File: config.mk
export PLATFORM = sky130hd
export DESIGN_NAME = mclk_retune_seq
export DESIGN_NICKNAME = d
export VERILOG_FILES = /design/src/rtl/mclk_retune_pkg.sv /design/src/rtl/mclk_timing_rom.sv /design/src/rtl/mclk_wait_timer.sv /design/src/rtl/mclk_retune_seq.sv
export SDC_FILE = /design/constraint.sdc
export NUM_CORES = 1
export LEC_CHECK = 0
export BUFFER_PORTS_ARGS = -buffer_cell sky130_fd_sc_hd__buf_4
export CORE_MARGIN = 5
export CORE_UTILIZATION = 39
export CTS_BUF_LIST = sky130_fd_sc_hd__clkbuf_8
export DETAILED_ROUTE_END_ITERATION = 10
export GPL_ROUTABILITY_DRIVEN = 0
export PLACE_DENSITY_LB_ADDON = 0.2
export SETUP_SLACK_MARGIN = 0.02
export SYNTH_ARGS = -nofsm -noshare
export SYNTH_HDL_FRONTEND = slang
export SYNTH_SLANG_ARGS = --single-unit
File: constraint.sdc
create_clock -name clk -period 6.76 [get_ports clk]
set_input_delay 0.676 -clock clk [delete_from_list [all_inputs] [get_ports clk]]
set_output_delay 0.676 -clock clk [all_outputs]
set_load 0.02 [all_outputs]
File: src/rtl/mclk_retune_pkg.sv
`timescale 1ns/1ps
package mclk_retune_pkg;

  localparam int NUM_WORDS = 15;
  localparam int ENT_W     = $clog2(NUM_WORDS);
  localparam int IDX_W     = 6;
  localparam int WORD_W    = 32;
  localparam int DIV_W     = 6;
  localparam int TBL_W     = 3;
  localparam logic [IDX_W-1:0] FINAL_IDX = 6'd40;

  typedef enum logic [3:0] {
    ST_IDLE,
    ST_PARK,
    ST_LOAD,
    ST_XTAL,
    ST_DIV,
    ST_PLL,
    ST_LOCK,
    ST_UNPARK,
    ST_DONE
  } seq_state_e;

  typedef struct packed {
    logic [DIV_W-1:0] frac;
    logic [DIV_W-1:0] whole;
  } div_pair_t;

  // Threshold ladder; 60000/80000 and 133000/above collapse onto one table each.
  function automatic logic [TBL_W-1:0] pick_table(input logic [31:0] khz);
    if (khz <= 32'd24000)       return 3'd0;
    else if (khz <= 32'd48000)  return 3'd1;
    else if (khz <= 32'd60000)  return 3'd2;
    else if (khz <= 32'd80000)  return 3'd2;
    else if (khz <= 32'd96000)  return 3'd3;
    else if (khz <= 32'd120000) return 3'd4;
    else                        return 3'd5;
  endfunction

  // Register index written in each slot; the closing slot must be FINAL_IDX.
  function automatic logic [IDX_W-1:0] slot_index(input logic [ENT_W-1:0] ent);
    case (int'(ent))
      0:       return 6'd21;
      1:       return 6'd4;
      2:       return 6'd19;
      3:       return 6'd7;
      4:       return 6'd33;
      5:       return 6'd12;
      6:       return 6'd26;
      7:       return 6'd13;
      8:       return 6'd15;
      9:       return 6'd34;
      10:      return 6'd17;
      11:      return 6'd32;
      12:      return 6'd18;
      13:      return 6'd20;
      default: return FINAL_IDX;
    endcase
  endfunction

  function automatic logic [WORD_W-1:0] timing_word(input logic [TBL_W-1:0] tbl,
                                                    input logic [IDX_W-1:0] idx);
    logic [7:0]  hi;
    logic [15:0] lo;
    hi = {5'd0, tbl} + 8'd1;
    lo = {10'd0, idx} * ({13'd0, tbl} + 16'd1);
    return {hi, 2'b00, idx, lo};
  endfunction

  // 480 MHz reference * 18 / frac / whole
  function automatic div_pair_t pick_divider(input logic [31:0] khz);
    div_pair_t p;
    case (khz)
      32'd151000: begin p.frac = 6'd19; p.whole = 6'd3; end
      32'd130000: begin p.frac = 6'd33; p.whole = 6'd2; end
      default:    begin p.frac = 6'd27; p.whole = 6'd5; end
    endcase
    return p;
  endfunction

endpackage

File: src/rtl/mclk_timing_rom.sv
`timescale 1ns/1ps
module mclk_timing_rom
  import mclk_retune_pkg::*;
(
  input  logic [TBL_W-1:0]  tbl,
  input  logic [ENT_W-1:0]  ent,
  output logic [IDX_W-1:0]  idx,
  output logic [WORD_W-1:0] word
);
  assign idx  = slot_index(ent);
  assign word = timing_word(tbl, idx);
endmodule

File: src/rtl/mclk_wait_timer.sv
`timescale 1ns/1ps
module mclk_wait_timer #(
  parameter int CNT_W = 12
) (
  input  logic             clk,
  input  logic             rst_n,
  input  logic             clear,
  input  logic [CNT_W-1:0] limit,
  output logic             settled,
  output logic             expired
);
  logic [CNT_W-1:0] cnt_q;

  always_ff @(posedge clk or negedge rst_n) begin
    if (!rst_n)              cnt_q <= '0;
    else if (clear)          cnt_q <= '0;
    else if (cnt_q != '1)    cnt_q <= cnt_q + 1'b1;
  end

  // Status is trusted only from the second cycle in a state onward.
  assign settled = (cnt_q != '0);
  assign expired = settled && (cnt_q >= limit);
endmodule

File: src/rtl/mclk_retune_seq.sv
`timescale 1ns/1ps
module mclk_retune_seq
  import mclk_retune_pkg::*;
#(
  parameter int FREQ_W = 18,
  parameter int TO_W   = 12
) (
  input  logic              clk,
  input  logic              rst_n,
  input  logic              start,
  input  logic [FREQ_W-1:0] freq_khz,
  input  logic [TO_W-1:0]   timeout_lim,
  input  logic              dram_halted,
  input  logic              busy_to_xtal,
  input  logic              busy_to_ref,
  input  logic              dll_locked,
  output logic              sref_req,
  output logic              bypass_sel,
  output logic              dll_rst,
  output logic              dll_shift_rst,
  output logic [DIV_W-1:0]  frac_div,
  output logic [DIV_W-1:0]  int_div,
  output logic [IDX_W-1:0]  reg_idx,
  output logic [WORD_W-1:0] reg_data,
  output logic              reg_wr,
  output logic              busy,
  output logic              done,
  output logic              err
);

  seq_state_e        state_q, nxt_s;
  logic [FREQ_W-1:0] freq_q;
  logic [ENT_W-1:0]  ent_q;
  logic [DIV_W-1:0]  frac_q, whole_q;
  logic              err_q;

  // Named internal events
  logic              start_acc;
  logic              is_wait, wait_cond, wait_pass, wait_fail;
  logic              settled, expired, tmr_clear;
  logic              last_write;
  logic [TBL_W-1:0]  tbl_w;
  logic [IDX_W-1:0]  rom_idx;
  logic [WORD_W-1:0] rom_word;
  div_pair_t         pair_w;

  assign start_acc = start && (state_q == ST_IDLE);
  assign tbl_w     = pick_table(32'(freq_q));
  assign pair_w    = pick_divider(32'(freq_q));

  mclk_timing_rom u_rom (
    .tbl  (tbl_w),
    .ent  (ent_q),
    .idx  (rom_idx),
    .word (rom_word)
  );

  mclk_wait_timer #(.CNT_W(TO_W)) u_tmr (
    .clk     (clk),
    .rst_n   (rst_n),
    .clear   (tmr_clear),
    .limit   (timeout_lim),
    .settled (settled),
    .expired (expired)
  );

  always_comb begin
    is_wait   = 1'b1;
    wait_cond = 1'b0;
    case (state_q)
      ST_PARK:   wait_cond = dram_halted;
      ST_XTAL:   wait_cond = !busy_to_xtal;
      ST_PLL:    wait_cond = !busy_to_ref;
      ST_LOCK:   wait_cond = dll_locked;
      ST_UNPARK: wait_cond = !dram_halted;
      default:   is_wait   = 1'b0;
    endcase
  end

  assign wait_pass  = is_wait && settled && wait_cond;
  assign wait_fail  = is_wait && expired && !wait_cond;
  assign last_write = (state_q == ST_LOAD) && (rom_idx == FINAL_IDX);

  always_comb begin
    nxt_s = state_q;
    case (state_q)
      ST_IDLE:   if (start_acc) nxt_s = ST_PARK;
      ST_PARK:   if (wait_pass) nxt_s = ST_LOAD;
                 else if (wait_fail) nxt_s = ST_UNPARK;
      ST_LOAD:   if (last_write) nxt_s = ST_XTAL;
      ST_XTAL:   if (wait_pass) nxt_s = ST_DIV;
                 else if (wait_fail) nxt_s = ST_PLL;
      ST_DIV:    nxt_s = ST_PLL;
      ST_PLL:    if (wait_pass || wait_fail) nxt_s = ST_LOCK;
      ST_LOCK:   if (wait_pass || wait_fail) nxt_s = ST_UNPARK;
      ST_UNPARK: if (wait_pass || wait_fail) nxt_s = ST_DONE;
      ST_DONE:   nxt_s = ST_IDLE;
      default:   nxt_s = ST_IDLE;
    endcase
  end

  assign tmr_clear = (nxt_s != state_q);

  always_ff @(posedge clk or negedge rst_n) begin
    if (!rst_n) begin
      state_q <= ST_IDLE;
      freq_q  <= '0;
      ent_q   <= '0;
      frac_q  <= 6'd27;
      whole_q <= 6'd5;
      err_q   <= 1'b0;
    end else begin
      state_q <= nxt_s;
      if (start_acc) freq_q <= freq_khz;
      if (state_q == ST_LOAD) ent_q <= ent_q + 1'b1;
      else                    ent_q <= '0;
      if ((state_q == ST_XTAL) && wait_pass) begin
        frac_q  <= pair_w.frac;
        whole_q <= pair_w.whole;
      end
      if (start_acc)      err_q <= 1'b0;
      else if (wait_fail) err_q <= 1'b1;
    end
  end

  // Moore decode of the control outputs
  assign sref_req      = (state_q == ST_PARK) || (state_q == ST_LOAD) ||
                         (state_q == ST_XTAL) || (state_q == ST_DIV)  ||
                         (state_q == ST_PLL)  || (state_q == ST_LOCK);
  assign bypass_sel    = (state_q == ST_XTAL) || (state_q == ST_DIV);
  assign dll_rst       = (state_q == ST_DIV)  || (state_q == ST_PLL);
  assign dll_shift_rst = dll_rst;
  assign reg_wr        = (state_q == ST_LOAD);
  assign reg_idx       = reg_wr ? rom_idx  : '0;
  assign reg_data      = reg_wr ? rom_word : '0;
  assign frac_div      = frac_q;
  assign int_div       = whole_q;
  assign busy          = (state_q != ST_IDLE);
  assign done          = (state_q == ST_DONE);
  assign err           = err_q;

endmodule

==> Word level (Yosys, flattened, before mapping) <==
Memories as Yosys holds them, arrays and structs flattened.
Index checks and enable logic that the tools add are counted.
{ "totals": {"word_cells": 85, "latch_bits": 0, "rom_bits": 96, "mem_bits_rw": 0, "out_inout_bits": 58, "ff_bits": 51, "in_bits": 37, "mem_count": 1} }
{ "op_classes": {"div": 0, "mul": 1, "magnitude_cmp": 7, "bitwise_logic": 0, "shifts": 0, "reduce_logical": 26, "n_mux": 26, "n_eq_ne": 13, "addsub": 4} }
{ "memory_table": {"columns": ["name", "words", "width", "rd", "rd_clocked_by_memory_dff", "write_ports", "line", "rtl"], "rows": [
  ["(no name shown)", 16, 6, 1, 0, 0, "mclk_retune_pkg.sv:42", "case (int'(ent))"]
]} }
{ "op_table": {"columns": ["cell", "n"], "rows": [
  ["$le 18x17->1 const B", 3],
  ["$mux 4", 10],
  ["$le 18x16->1 const B", 2],
  ["$mux 32", 1],
  ["$pmux 4 s8", 1],
  ["$mux 12", 2],
  ["$pmux 12 s2", 1],
  ["$eq 18x17->1 const B", 1],
  ["$eq 18x18->1 const B", 1],
  ["$le 18x15->1 const B", 1],
  ["$eq 4x3->1 const B", 4],
  ["$mul 6x16->16", 1],
  ["$mux 3", 5],
  ["$add 12x1->12 const B", 1],
  ["$ge 12x12->1", 1],
  ["$ne 12x12->1 const B", 1],
  ["$reduce_bool 12->1", 1],
  ["$add 3x1->4 const B", 2],
  ["$eq 4x2->1 const B", 2],
  ["$logic_and 1x1->1", 8],
  ["$logic_or 1x1->1", 8],
  ["$eq 6x6->1 const B", 1],
  ["$mux 6", 1],
  ["$pmux 1 s5", 1],
  ["10 further kinds", 17]
]} }

==> Depth between registers and ports, before layout <==
{ "logic_depth": {"word_depth": 10, "mapped_depth": 21} }

==> Cells and area by module <==
A second synthesis with hierarchy kept.
{ "hier_totals": {"hier_cells": 516, "area_unflattened_um2": 4431.8} }
{ "by_module_without_submodules": {"columns": ["module", "instances", "seq_area_each_um2", "area_each_um2", "cells_each"], "rows": [
  ["mclk_retune_seq", 1, 778.2, 2289.7, 250],
  ["mclk_timing_rom", 1, 0.0, 1171.1, 155],
  ["mclk_wait_timer", 1, 300.3, 970.9, 111]
]} }

==> Least setup slack after synthesis <==
OpenSTA, ideal clock, no wires.
{ "synth_timing": {"path_type": "register to output", "startpoint": "reg freq_q[2]", "endpoint": "out reg_data[8]", "path_slack_ns": 0.994, "stages_incl_launch_ff": 20, "n_path_buf": 0, "arrival_ns": 5.090, "path_cell_list": "dfrtp_1 -> or4_4 -> nor4b_2 -> nand4_1 -> a21oi_2 -> o21bai_4 -> and2_1 -> ha_1 -> xor2_4 -> or2_2 -> fa_1 -> inv_1 -> fa_1 -> fa_1 -> a21o_1 -> a21oi_1 -> o21bai_1 -> a21oi_1 -> xor2_1 -> nor2_1"} }
{ "synth_between": {"elab_chain_len": 10, "word_cells_on_any_way": 15, "classes_between": "add/sub (1); mul (1); order compare (6); mux (7)"} }
{ "synth_rtl": {"columns": ["element", "line", "rtl"], "rows": [
  ["from (decl)", "mclk_retune_seq.sv:32", "logic [FREQ_W-1:0] freq_q;"],
  ["from (signal assigned)", "mclk_retune_seq.sv:114", "if (start_acc) freq_q <= freq_khz;"],
  ["$le 18x17->1", "mclk_retune_pkg.sv:36", "else if (khz <= 32'd120000) return 3'd4;"],
  ["$mux 1", "mclk_retune_pkg.sv:36", null],
  ["$mux 3", "mclk_retune_pkg.sv:35", "else if (khz <= 32'd96000) return 3'd3;"],
  ["$mux 3", "mclk_retune_pkg.sv:34", "else if (khz <= 32'd80000) return 3'd2;"],
  ["$mux 3", "mclk_retune_pkg.sv:33", "else if (khz <= 32'd60000) return 3'd2;"],
  ["$mux 3", "mclk_retune_pkg.sv:32", "else if (khz <= 32'd48000) return 3'd1;"],
  ["$mux 3 (*)", "mclk_retune_pkg.sv:31", "if (khz <= 32'd24000) return 3'd0;"],
  ["$add 3x1->4 (*)", "mclk_retune_pkg.sv:66", "lo = {10'd0, idx} * ({13'd0, tbl} + 16'd1);"],
  ["$mul 6x16->16 (*)", "mclk_retune_pkg.sv:66", null],
  ["$mux 32 (*)", "mclk_retune_seq.sv:135", "assign reg_data = reg_wr ? rom_word : '0;"],
  ["to (decl)", "mclk_retune_seq.sv:24", "output logic [WORD_W-1:0] reg_data,"]
]} }
Mark *: on every way between the ends. The rest lies on a longest branch, timed or not.

==> Final worst setup path <==
{ "layout_timing": {"startpoint": "reg freq_q[2]", "endpoint": "out reg_data[9]"} }
The elaborated chain is that of the path after synthesis.

==> out/metrics.yaml <==
detailed_routing:
  wl_met1_um: 4710
  routedWlPerCell_um: 14.1
  drt_iter0_drc: 202
  postRouteAntennaNets: 0
  routed.top_layer: "met4"
  firstDrtPassIters: 4
  post_drt_via_cell_ratio: 5.22
  route.detailed.drc: 0
  drt-total-wl_um: 9710
  dr_wl_met2_um: 4220
  dr_total_vias: 3583
  dr_wl_met3_um: 672
clock_tree:
  cts_sinks: 43
  cts-resized-gates: 0
  cts_tree: "built"
  numCtsBuffers: 5
  cts_buffer_depth: 2
  htreeDepth: 2
  clock_latency_ns: 0.29
  clk_pin_slew_ns: 0.08
  postCtsSetupBuffers: 0
  cts-hold-fix-buffers: 0
  cts_root_buf: "clkbuf_8"
synthesis:
  synth_area_um2: 4040
  synthMostInstantiatedCell: "nand2_1"
  avgSynthCellArea_um2: 8.21
  synth_cell_types: 71
  synth_edf_count: 0
  synthFlopType: "dfrtp_1"
  yosysTopAreaCellShare_pct: 25.4
  ys_seq_area_share_pct: 26.7
  synth_warnings: 0
  yosysTopAreaCell: "dfrtp_1"
  syn_inst: 492
  synth_common_cells: "nand2_1 (80), nor2_1 (48), dfrtp_1 (41), ha_1 (33), inv_1 (32)"
  synthTopCellsByArea: "dfrtp_1 (25%), ha_1 (10%), nand2_1 (7.4%)"
  ys_ff_latch: 43
  async_flop_share_pct: 100
worst_setup_path:
  cpLargestDelayFamily: "adder cells"
  crit_arrival_ns: 5.68
  r2r_end: "u_tmr.cnt_q[11]"
  cp_max_fo: 8
  critical_path_class: "reg -> out"
  critical_path.startpoint_type: "flip-flop"
  worstPathCellList: "or4_4 -> nor4b_2 -> nand4_1 -> a21oi_2 -> o21bai_4 -> and2_1 -> ha_1 -> xor2_4 -> or2_2 -> fa_1 -> inv_1 -> fa_1 -> ha_1 -> a21o_1 -> a21oi_1 -> o21ai_0 -> o41ai_1 -> xor2_1 -> nor2_1 -> buf_4"
  r2r-start: "state_q[3]"
  slowest_stage: "or4_4"
  regToRegSetupSlack_ns: 3.64
  path_buf_inv: 2
  cp.depth: 20
  crit_path_end_kind: "primary output"
  cpPeakStageDelay_ns: 0.59
  cp.required_ns: 6.08
  ff2ff_path_depth: 5
power_and_ir_drop:
  ir_worst_vdd_uv: 433
  p_per_area_nw_per_um2: 469
  leakage_nw: 2.28
status:
  status: "finished, final reports clean"
final_layout:
  fin_nets: 628
  final-seq-area_um2: 1080
  layout-drive-gt1-share_pct: 19.8
  stdcell_count: 687
  fillers: 995
  n_antenna_cell: 0
  multi_input_area_um2: 2620
  syn_to_final_growth_pct: 15.0
  fin_area_um2: 4650
global_route:
  grt_use_total_pct: 15.5
  grt_pass1_vias: 3423
  grt_max_degree: 44
  antenna_found_initial: 0
  overflow: 0
  grt_pass1_wl_um: 16600
sta:
  timing.hold.ws_ns: 0.370
  fmax_ghz: 0.157
  rsz0062_at_grt: "false"
  setup_viol: 0
  period_share_pct: 94.0
  hold_violations: 0
  worst_pin_slew_ns: 0.789
  finalSetupTns_ns: 0
  period_needed_ns: 6.36
  finClkSkew_ns: 0.00568
  relSlewSlack_pct: 47.4
  slew_violations: 0
flow_run:
  maxCapViolCount: 0
die:
  core_area_um2: 10200
  dieArea_um2: 12500
  ioPinCount: 95
  die_h_um: 112
  die_w_um: 112
  initial_core_util_pct: 39.5
  rows: 37
place:
  dp_hpwl_um: 7580
  post_dp_cell_area_um2: 4560
  dpl.cell_count: 679
  port_buffers: 76
hold_path:
  hold_class: "in -> async"
-- flip-flops by register name, summed over array words and instances, names as in the netlist --
signal and cells:
u_tmr.cnt_q 12, state_q 4, freq_q 18, int_div 1, ent_q 4, frac_div 3
err 1
-- cells by family after synthesis --
kind of cell | share of synthesized area, %
buffers and inverters | 10.3
AOI/OAI and AO/OA | 13.6
muxes | 2.01
DFF | 26.7
and+or+nand+nor | 29.0
xor gates and xnor gates | 3.93
other | 0.186
adders and majority gates | 14.2
-- power by group --
part | switching, W | internal [W] | leakage (nW) | total (W)
clock | 0.0000888 | 0.0000708 | 0.0453 | 0.000160
combinational | 0.000890 | 0.000642 | 1.68 | 0.00153
sequential | 0.000147 | 0.000340 | 0.559 | 0.000486
total | 0.00113 | 0.00105 | 2.28 | 0.00218
-- per-stage QoR --
| stage | util, % | worst slack (ns) | power [W] |
|---|---|---|---|
| final | 45.4 | 0.403 | 0.00218 |
| after global routing | 45.4 | 0.0449 | 0.00242 |
| after CTS | 45.4 | 0.380 | 0.00220 |
| after detailed placement | 44.6 | 0.727 | 0.00202 |
| after global placement | 44.6 | 0.780 | 0.00201 |
| after floorplan | - | 0.994 | 0.00166 |
-- worst max path at each step --
stage	slack (ns)	endpoint	startpoint
6_report	0.40	reg_data[9]	freq_q[2]
5_1_grt	0.04	reg_data[9]	freq_q[2]
4_1_cts	0.38	reg_data[9]	freq_q[2]
3_5_place_dp	0.73	reg_data[9]	freq_q[2]
3_3_place_gp	0.78	reg_data[9]	freq_q[2]
2_1_floorplan	0.99	reg_data[8]	freq_q[2]
-- worst reg2reg max path, delay by kind of cell, from the launching register on --
family	cells	cell delay, ns
compound gates	1	0.64
simple gates	4	1.66
flops	1	0.67
-- area by class of cell --
class	instances	area share, %
Clock buffer	5	1.48
Multi-Input combinational cell	392	56.4
Inverter	32	2.58
Tap cell	136	3.66
Sequential cell	43	23.2
Clock inverter	3	0.350
Timing Repair Buffer	76	12.3
-- metal layers --
metal  track usage (%)  vias to the layer above
met5                 0                        -
met4              3.73                        0
met3              2.99                        8
met2              23.1                      127
met1              23.1                     1674
li1                  -                     1774
-- placed cells by master, fill, tap and decap left out, drive strengths merged, types with 2 or more instances in the layout --
cell	n
nor4	18
xor2	10
nand3	15
conb	23
nor2b	4
o311ai	2
dfrtp	41
nor3	12
ha	33
a41oi	3
a211oi	4
a21o	5
o21bai	3
a21boi	2
o21ai	11
clkbuf	5
nor4b	2
nand4b	2
inv	33
a21oi	26
and2	5
and3	8
nand2b	5
xnor2	6
o31a	3
nand3b	2
mux2i	7
or3	5
nor2	50
dfstp	2
nand4	6
fa	8
nand2	80
o211a	3
o21a	2
or2	3
buf	76
a31oi	5
nor3b	3
(Power assumes the default switching activity.)
